==> src/rtl/onew_search.sv <==
module onew_search #(
  parameter int          ID_W     = 64,
  parameter int          MAX_PASS = 100,
  parameter int          CNT_W    = 8,
  parameter logic [7:0]  CMD_BYTE = 8'hF0
) (
  input  logic             clk,
  input  logic             rst_n,
  input  logic             start,
  output logic             busy,
  output logic             done,
  output logic             aborted,
  output logic [ID_W-1:0]  rom_id,
  output logic             rom_valid,
  output logic [CNT_W-1:0] dev_count,
  output logic             rst_req,
  input  logic             rst_done,
  input  logic             presence,
  output logic             acc_en,
  output logic             xfer_req,
  output logic [7:0]       xfer_tx,
  input  logic             xfer_done,
  input  logic             xfer_timeout,
  input  logic [7:0]       xfer_rx
);
  localparam int NIBS = ID_W / 4;
  localparam int NW   = $clog2(NIBS);
  localparam int PW   = $clog2(MAX_PASS + 1);

  typedef enum logic [2:0] {S_IDLE, S_PASS, S_RST1, S_CMD, S_EXCH, S_RST2, S_EVAL} st_t;

  st_t             st;
  logic [ID_W-1:0] path, idw, dsc;
  logic [NW-1:0]   nib;
  logic [PW-1:0]   pass_cnt;

  function automatic logic [7:0] enc(input logic [3:0] p);
    return {p[3], 1'b0, p[2], 1'b0, p[1], 1'b0, p[0], 1'b0};
  endfunction

  function automatic logic [ID_W-1:0] smear(input logic [ID_W-1:0] v);
    logic [ID_W-1:0] s;
    s = v;
    for (int k = 1; k < ID_W; k = k * 2) s = s | (s >> k);
    return s;
  endfunction

  wire [NW-1:0]   nib_nx  = nib + 1'b1;
  wire [3:0]      rx_id   = {xfer_rx[7], xfer_rx[5], xfer_rx[3], xfer_rx[1]};
  wire [3:0]      rx_ds   = {xfer_rx[6], xfer_rx[4], xfer_rx[2], xfer_rx[0]};
  wire [ID_W-1:0] d_left  = dsc & ~path;
  wire [ID_W-1:0] d_smr   = smear(d_left);
  wire [ID_W-1:0] nxt     = (path & (d_smr >> 1)) | (d_smr & ~(d_smr >> 1));
  wire            bus_err = idw[ID_W-1] & dsc[ID_W-1];

  assign busy = (st != S_IDLE);

  always_ff @(posedge clk or negedge rst_n) begin
    if (!rst_n) begin
      st        <= S_IDLE;
      path      <= '0;
      idw       <= '0;
      dsc       <= '0;
      nib       <= '0;
      pass_cnt  <= '0;
      done      <= 1'b0;
      aborted   <= 1'b0;
      rom_id    <= '0;
      rom_valid <= 1'b0;
      dev_count <= '0;
      rst_req   <= 1'b0;
      acc_en    <= 1'b0;
      xfer_req  <= 1'b0;
      xfer_tx   <= '0;
    end else begin
      rst_req   <= 1'b0;
      xfer_req  <= 1'b0;
      rom_valid <= 1'b0;
      done      <= 1'b0;
      case (st)
        S_IDLE: if (start) begin
          path      <= '0;
          pass_cnt  <= '0;
          dev_count <= '0;
          aborted   <= 1'b0;
          st        <= S_PASS;
        end
        S_PASS: begin
          if (pass_cnt == PW'(MAX_PASS)) begin
            done    <= 1'b1;
            aborted <= 1'b1;
            st      <= S_IDLE;
          end else begin
            pass_cnt <= pass_cnt + 1'b1;
            rst_req  <= 1'b1;
            st       <= S_RST1;
          end
        end
        S_RST1: if (rst_done) begin
          if (!presence) begin
            done <= 1'b1;
            st   <= S_IDLE;
          end else begin
            xfer_tx  <= CMD_BYTE;
            xfer_req <= 1'b1;
            st       <= S_CMD;
          end
        end
        S_CMD: begin
          if (xfer_timeout) begin
            done    <= 1'b1;
            aborted <= 1'b1;
            st      <= S_IDLE;
          end else if (xfer_done) begin
            acc_en   <= 1'b1;
            nib      <= '0;
            xfer_tx  <= enc(path[3:0]);
            xfer_req <= 1'b1;
            st       <= S_EXCH;
          end
        end
        S_EXCH: begin
          if (xfer_timeout) begin
            done    <= 1'b1;
            aborted <= 1'b1;
            acc_en  <= 1'b0;
            st      <= S_IDLE;
          end else if (xfer_done) begin
            idw[{nib, 2'b00} +: 4] <= rx_id;
            dsc[{nib, 2'b00} +: 4] <= rx_ds;
            if (nib == NW'(NIBS - 1)) begin
              acc_en  <= 1'b0;
              rst_req <= 1'b1;
              st      <= S_RST2;
            end else begin
              nib      <= nib_nx;
              xfer_tx  <= enc(path[{nib_nx, 2'b00} +: 4]);
              xfer_req <= 1'b1;
            end
          end
        end
        S_RST2: if (rst_done) st <= S_EVAL;
        S_EVAL: begin
          if (bus_err) begin
            st <= S_PASS;
          end else begin
            rom_id    <= idw;
            rom_valid <= 1'b1;
            dev_count <= dev_count + 1'b1;
            if (d_left == '0) begin
              done <= 1'b1;
              st   <= S_IDLE;
            end else begin
              path <= nxt;
              st   <= S_PASS;
            end
          end
        end
        default: st <= S_IDLE;
      endcase
    end
  end
endmodule

==> config.mk <==
export PLATFORM = sky130hd
export DESIGN_NAME = onew_search
export DESIGN_NICKNAME = d
export VERILOG_FILES = /design/src/rtl/onew_search.sv
export SDC_FILE = /design/constraint.sdc
export NUM_CORES = 1
export LEC_CHECK = 0
export CAP_MARGIN = 0
export CORE_ASPECT_RATIO = 0.75
export CORE_MARGIN = 5
export CORE_UTILIZATION = 57
export DETAILED_ROUTE_END_ITERATION = 12
export DONT_BUFFER_PORTS = 1
export PLACE_DENSITY = 0.83
export SYNTH_ARGS = -nofsm -noshare
export SYNTH_HDL_FRONTEND = slang
export SYNTH_SLANG_ARGS = --single-unit
export TNS_END_PERCENT = 5
==> constraint.sdc <==
create_clock -name clk -period 4.72 [get_ports clk]
set_clock_uncertainty 0.2 [all_clocks]
set_input_delay 0.472 -clock clk [delete_from_list [all_inputs] [get_ports clk]]
set_output_delay 0.472 -clock clk [all_outputs]
set_load 0.005 [all_outputs]
Word-level counts from Yosys, hierarchy flattened
Index checks and enable logic that the tools add are counted.
{"block": "word_totals", "wordCells": 153, "ff_bits": 292}
{"block": "op_classes", "n_bitwise": 15, "eq_ne": 25, "shifts": 4, "add_sub_neg": 4, "n_mux": 71, "n_reduce_logical": 19}
{"operator": "$mux W64", "count": 3}
{"operator": "$and A64 B64 Y64", "count": 2}
{"operator": "$bwmux W64", "count": 2}
{"operator": "$pmux W64 S2", "count": 1}
{"operator": "$shiftx A4 B8 Y64", "count": 2}
{"operator": "$mux W8", "count": 9}
{"operator": "$and A64 B63 Y64", "count": 1}
{"operator": "$logic_not A64 Y1", "count": 1}
{"operator": "$not A63 Y64", "count": 1}
{"operator": "$not A64 Y64", "count": 1}
{"operator": "$or A64 B32 Y64", "count": 1}
{"operator": "$or A64 B48 Y64", "count": 1}
{"operator": "$or A64 B56 Y64", "count": 1}
{"operator": "$or A64 B60 Y64", "count": 1}
{"operator": "$or A64 B62 Y64", "count": 1}
{"operator": "$or A64 B63 Y64", "count": 1}
{"operator": "$or A64 B64 Y64", "count": 1}
{"operator": "$shift A4 B8 Y64 const A", "count": 1}
{"operator": "$shiftx A64 B7 Y4", "count": 1}
{"operator": "$mux W1", "count": 29}
{"operator": "$ne A2 B2 Y1 const B", "count": 13}
{"operator": "$mux W3", "count": 8}
{"operator": "$pmux W8 S3", "count": 1}
{"operator": "$pmux W3 S7", "count": 1}
{"operator": "other kinds (32)", "count": 54}

Longest topological paths before layout
Gate-level depths: netlist of the first run.
{"block": "depth", "depth_word": 14, "ltp_mapped": 12}

Least setup slack after synthesis of the first run
Ideal clock, no wire load.
{"block": "synth_path", "path_type": "flip-flop to flip-flop", "from": "register nib[0]", "to": "register dsc[51]", "stages_incl_launch_ff": 10, "path_buffers": 3, "arrival_time_ns": 3.165, "setup_time_ns": 0.125, "slack_ns": 1.230, "path_cell_list": "dfrtp_1 clkbuf_1 clkbuf_1 inv_1 ha_1 clkbuf_1 nor3_1 nand2_1 nor2_1 mux2_2"}
{"block": "synth_via", "elab_chain_cells": 3, "elab_cells_between_ends": 4, "cone_classes": "1 x add/sub; 2 x shift; 1 x mux"}
{"element": "from (decl)", "line_no": "34", "source": "logic [NW-1:0] nib;"}
{"element": "from (signal assigned)", "line_no": "136", "source": "nib <= nib_nx;"}
{"element": "$neg A6 Y8 *", "line_no": "130", "source": "dsc[{nib, 2'b00} +: 4] <= rx_ds;"}
{"element": "$shiftx A4 B8 Y64 / $shift A4 B8 Y64 (equally long branches)", "line_no": "130"}
{"element": "$bwmux W64 *", "line_no": "130"}
{"element": "to (signal, indexed assignment)", "line_no": "130"}
{"element": "to (decl)", "line_no": "33", "source": "logic [ID_W-1:0] path, idw, dsc;"}
Every way passes the cells marked *; elsewhere a longest branch is shown, timed or not.
A chain may end at the register's enable or synchronous reset.

Worst setup path in the final report of the first run
{"block": "layout_path", "from": "register dsc[63]", "to": "register path[53]"}
{"block": "layout_via", "elab_chain_cells": 13, "elab_cells_between_ends": 19, "cone_classes": "2 x eq/ne; 3 x mux; 12 x bitwise; 2 x reduce/logical"}
{"element": "$and A64 B64 Y64", "line_no": "51", "source": "wire [ID_W-1:0] d_left = dsc & ~path;"}
{"element": "$or A64 B63 Y64", "line_no": "44", "source": "for (int k = 1; k < ID_W; k = k * 2) s = s | (s >> k);"}
{"element": "$or A64 B62 Y64", "line_no": "44"}
{"element": "$or A64 B60 Y64", "line_no": "44"}
{"element": "$or A64 B56 Y64", "line_no": "44"}
{"element": "$or A64 B48 Y64", "line_no": "44"}
{"element": "$or A64 B32 Y64", "line_no": "44"}
{"element": "$not A63 Y64", "line_no": "53", "source": "wire [ID_W-1:0] nxt = (path & (d_smr >> 1)) | (d_smr & ~(d_smr >> 1));"}
{"element": "$and A64 B64 Y64", "line_no": "53"}
{"element": "$or A64 B64 Y64", "line_no": "53"}
{"element": "$mux W64", "line_no": "150", "source": "if (d_left == '0) begin"}
{"element": "$mux W64", "line_no": "144", "source": "if (bus_err) begin"}
{"element": "$pmux W64 S2", "line_no": "80", "source": "case (st)"}
{"element": "to (signal assigned)", "line_no": "154", "source": "path <= nxt;"}
{"element": "to (decl)", "line_no": "33"}
Several ways; a longest one is shown, not always the timed one. The select of a mux whose other input is x is not followed.

==> flow_summary.ini, run 1 <==
[sta]
hold-worst-slack_ps = -569
rsz0062_at_grt = no
max_slew_margin_pct = 30.4
timing.final.crit_share_pct = 79.2
finalSetupViolations = 0
fin_crit_ps = 3740
fin_ws_ps = 982
final_max_slew_viol_count = 0
worst-slew-pin-transition_ps = 1040
setup-tns-final_ps = 0
final_hold_viol_count = 289
fmax_ghz = 0.268

[worst_setup_path]
crit_fanout = 25
startpoint_type = flop
path_depth = 8
critPathMaxStageDelay_ps = 860
path_class = reg -> reg
r2r.worst_path.cells = 8
slowest_stage = or2_1
critPathBufInv = 0
worstPathArrival_ps = 3970
cp_cell_sequence = nor2b_1 > nand4bb_1 > nor2_1 > nand3_1 > nor4_2 > or2_1 > o21ai_0 > o41ai_1
crit_required_ps = 4950
path_delay_family = simple AND/OR/NAND/NOR gates
worst_setup_path_end_kind = flop

[yosys]
synth_top_family_by_area = simple AND/OR/NAND/NOR gates
ys.flop_type = dfrtp_1
synth_top_area_share_pct = 53.9
synth_compound_gate_area_share_pct = 12.1
synth-simple-area-share_pct = 19.3
ys_seq_elements = 289
synthDistinctLibCells = 72
synthesis.area_um2 = 13400
synth_area_leaders = dfrtp_1, nand2_1, mux2_2
synthXorXnorAreaFrac_pct = 0.783
synth_edf_count = 0
synthMuxAreaShare_pct = 9.96
async_reset_ff_share_pct = 100
synth-seq-area-share_pct = 53.9
ys_warn_count = 0
synthAdderAreaFrac_pct = 0.746
syn_avg_cell_area_um2 = 10.1
yosysTopAreaCell = dfrtp_1
synthCells = 1327

[final_layout]
n_fill_cell = 1742
final_cells = 1643
fin_util_pct = 63.9
layout-drive-gt1-share_pct = 13.3
nets = 1344
finish.instance_area_um2 = 14800
seqCellArea_um2 = 7230
multiInputGateArea_um2 = 5780
synthToLayoutAreaGrowth_pct = 9.99

[clocking]
post_cts_resize_count = 0
cts.sinks = 289
postCtsSetupBuffers = 0
htree_levels = 1
cts_root_buffer = clkbuf_16
hold_buffers = 13
clkTransAtPathRegs_ps = 70
cts_tree = done
cts_buffers = 27
worstSkewPairLatency_ps = 550
clock_path_buffers = 3

[global_routing]
grt_pass1_wl_mm = 57.9
grt_start_max_net_pins = 290
grt_overflow = 0
antenna_found_initial = 2
grt_pass1_vias = 10390
grt_usage_pct = 26.9

[floorplanning]
start_util_pct = 58.1
die_area_um2 = 26800
die_y_um = 143
placementRows = 48
coreArea_um2 = 23100
die_w_um = 187
ios = 102

[drt]
drt_iter0_drc = 1200
vias = 10407
drc = 0
ant_nets = 0
vias_per_cell = 6.33
drt-pass1-iter-count = 5
post_drt_wl_per_cell_um = 21.7
wl_mm = 35.7

[outcome]
status = complete, but fails checks
failed_checks = negative hold slack

[place]
gp_congestion = 0.955
place_ws_ps = 1120
place_area_um2 = 13600
port_buffers = 0
dp.cells = 1579
place_hpwl_mm = 23.7

[power]
vdd_drop_max_mv = 0.374
p_per_area_nw_per_um2 = 428
p_leak_nw = 7.03

[run]
drv_cap = 0

[hold_path]
hold_path.class = in -> async
per-layer routing:
metal | global-route usage (%) | wire, um | up-vias | share of wire [%]
li1 | - | - | 4595 | -
met1 | 38.8 | 15000 | 5120 | 42
met2 | 40.1 | 15300 | 586 | 43
met3 | 8.21 | 4300 | 102 | 12
met4 | 7.31 | 1070 | 4 | 3.0
met5 | 0 | 25 | - | 0.070
kinds of logic (layout without fill, tap and decap cells):
group | after synthesis | in the layout
XOR/XNOR | 12 | 12
buffers and inverters | 102 | 115
AND/OR/NAND/NOR | 561 | 561
flip-flops | 289 | 289
adder cells (fa/ha/maj) | 8 | 8
AO/OA/AOI/OAI | 253 | 253
other | 1 | 4
multiplexers | 101 | 101
cell usage after synthesis, types with 6 or more instances:
cell type  instances
a31oi_1           10
inv_1             38
and2_1            18
xor2_1             9
nor2_1            67
nor4_1             6
o31ai_1           10
mux4_2            18
a22o_1             7
nand2b_1          38
buf_2              6
nand2_1          298
a21oi_1           55
nand4_1            7
nor2b_1           28
o21a_1             7
o21ai_0           97
mux2_2            81
nor3_1            15
and3_1            21
a41oi_1            6
clkbuf_1          47
dfrtp_1          289
a32o_1            12
nand3_1           37
ha_1               8
or3_1              6
final cells by class:
class,instances,share of cell area [%]
Antenna cell,2,0.0339
Clock buffer,34,5.09
Clock inverter,15,1.63
Inverter,38,0.966
Multi-Input combinational cell,937,39.1
Sequential cell,289,49.0
Tap cell,300,2.54
Timing Repair Buffer,28,1.64
flip-flops by register name, summed over array words and instances, names as in the netlist:
name	flops
st	3
path	64
dev_count	8
xfer_tx	5
acc_en	1
dsc	64
pass_cnt	7
rst_req	1
idw	64
done	1
nib	4
rom_valid	1
rom_id	64
xfer_req	1
aborted	1
cells in the final DEF (no fill, tap or decap), drive strengths merged, types with 4 or more instances in the layout:
cell / count
dlygate4sd3: 13
nand2: 298
ha: 8
o31ai: 10
a41oi: 6
and2: 18
nor3: 16
xor2: 9
nand4: 7
o2bb2ai: 4
nand3: 37
inv: 40
or2: 4
dfrtp: 289
nand2b: 38
clkinv: 4
nor2: 67
nor2b: 29
a21o: 4
bufinv: 6
mux2: 81
and3: 21
a21oi: 55
o21ai: 101
nor4: 7
o21a: 7
or3: 7
buf: 15
a21boi: 4
a32o: 12
a31oi: 10
mux4: 18
a22o: 7
clkbuf: 34
path summary, 6_finish.rpt:
path,slack [ps],to,from
min in group clk,20,idw[41],xfer_rx[3]
max in group asynchronous,4490,path[15],rst_n
worst max-delay path,980,path[53],dsc[63]
worst min register to register,260,rom_id[44],idw[44]
worst min-delay path,-570,rom_id[16],rst_n
worst max register to register,980,path[53],dsc[63]
power by group:
group,internal [W],switching (W)
logic,0.000365,0.000726
clock network,0.00146,0.000959
registers,0.00264,0.000170
through the flow:
step                      total power, W  hold WS (ps)
after floorplan                  0.00360         -23.6
after global placement           0.00384         -13.4
after detailed placement         0.00389         -16.3
after CTS                        0.00631          -584
after global routing             0.00657          -591
final                            0.00632          -569
(Power assumes the default switching activity.)
==> inputs of run 2 (changes only) <==
Settings changed: PLACE_DENSITY 0.83 to 0.86.
Clock period 4.72 ns to 3.39 ns, I/O delays scaled along.
==> run 2 against run 1 <==
The flow still finishes with violations (negative hold slack). Sequential power up 38%. Core utilization up 0.43 points. Global-route usage up 1.2 points. Final cell count up 1.4%. Design area up 0.68%. First-iteration DRC count up 16%. Maximum frequency up 16%. Critical path type unchanged. Largest cell class unchanged.
==> flow_summary.ini, run 2 (synthesized netlist as in run 1, its figures left out) <==
[drt]
wl_met1_mm = 15.4
drt_iter0_drc = 1386
ant_nets = 0
wl_met3_mm = 4.86
post_drt_wl_per_cell_um = 22.6
maxUsedRoutingLayer = met5
vias_per_cell = 6.42
drc = 0
vias = 10694
drt-pass1-iter-count = 6
wl_mm = 37.7
wl_met2_mm = 16.1

[final_layout]
fin_util_pct = 64.3
finish.instance_area_um2 = 14900
seqCellArea_um2 = 7230
final_common_cell = nand2_1
layout-drive-gt1-share_pct = 14.5
nets = 1365
synthToLayoutAreaGrowth_pct = 10.7
final_cell_mix = nand2_1, dfrtp_1, o21ai_0, mux2_2, nor2_1
final_cells = 1666
multiInputGateArea_um2 = 5800
n_fill_cell = 1687

[floorplanning]
coreArea_um2 = 23100
die_w_um = 187
start_util_pct = 58.1
ios = 102
die_area_um2 = 26800
placementRows = 48
die_y_um = 143

[sta]
timing.final.crit_share_pct = 94.8
final_hold_viol_count = 289
max_slew_margin_pct = 34.8
rsz0062_at_grt = no
hold-worst-slack_ps = -715
fmax_ghz = 0.311
finalSetupViolations = 0
fin_ws_ps = 177
final_max_slew_viol_count = 0
fin_crit_ps = 3210
worst-slew-pin-transition_ps = 974

[place]
place_area_um2 = 13800
place_hpwl_mm = 24.8
gp_congestion = 0.968
dp.cells = 1597
port_buffers = 0
place_ws_ps = 186

[global_routing]
antenna_found_initial = 7
grt_pass1_wl_mm = 60.0
grt_usage_pct = 28.1
grt_overflow = 0
grt_start_max_net_pins = 290
grt_pass1_vias = 10597

[clocking]
clock_path_buffers = 3
cts_root_buffer = clkbuf_16
htree_levels = 1
worstSkewPairLatency_ps = 550
cts.sinks = 289
hold_buffers = 15
clkTransAtPathRegs_ps = 70
postCtsSetupBuffers = 0
cts_tree = done
cts_buffers = 27

[worst_setup_path]
path_depth = 7
rr_endpoint = dsc[38]
rrSetupSlack_ps = 180
critPathMostFrequentCell = nor2_1
worstPathArrival_ps = 3440
crit_fanout = 31
crit_required_ps = 3610
slowest_stage = a2bb2oi_1
critPathBufInv = 1
path_class = reg -> reg
worst_setup_path_end_kind = flop
timing.rr.start = nib[0]
startpoint_type = flop
r2r.worst_path.cells = 7
cp_cell_sequence = buf_4 > nor2_1 > nor3_1 > a21oi_1 > a2bb2oi_1 > nor2_1 > mux2_2
path_delay_family = compound AO/OA/AOI/OAI gates
critPathMaxStageDelay_ps = 800

[power]
p_leak_nw = 7.11
p_per_area_nw_per_um2 = 581
vdd_drop_max_mv = 0.392

[outcome]
status = complete, but fails checks
failed_checks = negative hold slack

[run]
drv_cap = 0

[hold_path]
hold_path.class = in -> async
[run 2: cell count changes in the layout (fill, tap and decap cells not counted), sizes merged, moves of 2 or more]
cell	previous run	this run
buf	15	33
clkinv	4	9
bufinv	6	2
clkbuf	34	36
clkinvlp	3	1
diode	2	4
dlygate4sd3	13	15
[run 2: per-layer routing]
layer	global-route usage, %	vias to the layer above
met5	0	-
met4	9.10	4
met3	9.46	110
met2	41.9	665
met1	39.4	5276
li1	-	4639
[run 2: timing repair]
item | CTS | global route
endpoints found under the hold margin | 394 | 289
resized for setup | 0 | 2
endpoints found under the setup margin | 0 | 12
[run 2: worst max-delay path by stage]
stage                         from         end  slack [ps]
after floorplan             nib[0]  xfer_tx[7]          -8
after global placement     dsc[37]    path[30]         310
after detailed placement  path[47]    path[45]         190
after CTS                    st[2]    path[61]         130
after global routing       dsc[45]    path[62]          40
final                       nib[0]     dsc[38]         180
[run 2: report_power, final]
part	switching [W]	total, W	internal [W]
Sequential	0.000217	0.00389	0.00368
Combinational	0.00110	0.00166	0.000556
Clock	0.00134	0.00309	0.00175
[run 2: metrics by stage]
step | TNS (ps) | total power, W
2_1_floorplan | -17.0 | 0.00502
3_3_place_gp | 0 | 0.00542
3_5_place_dp | 0 | 0.00547
4_1_cts | 0 | 0.00857
5_1_grt | 0 | 0.00897
6_report | 0 | 0.00864
[run 2: cell type report]
cell class / instances / area share, %
Sequential cell: 289 / 48.6
Multi-Input combinational cell: 938 / 39.0
Clock buffer: 36 / 5.18
Timing Repair Buffer: 48 / 2.76
Tap cell: 300 / 2.53
Inverter: 38 / 0.960
Clock inverter: 13 / 0.842
Antenna cell: 4 / 0.0673
==> inputs of run 3 (changes only) <==
Settings changed: RECOVER_POWER set to 25.
==> results of run 3 <==
No change in the layout: final DEF, timing and power equal those of run 2.
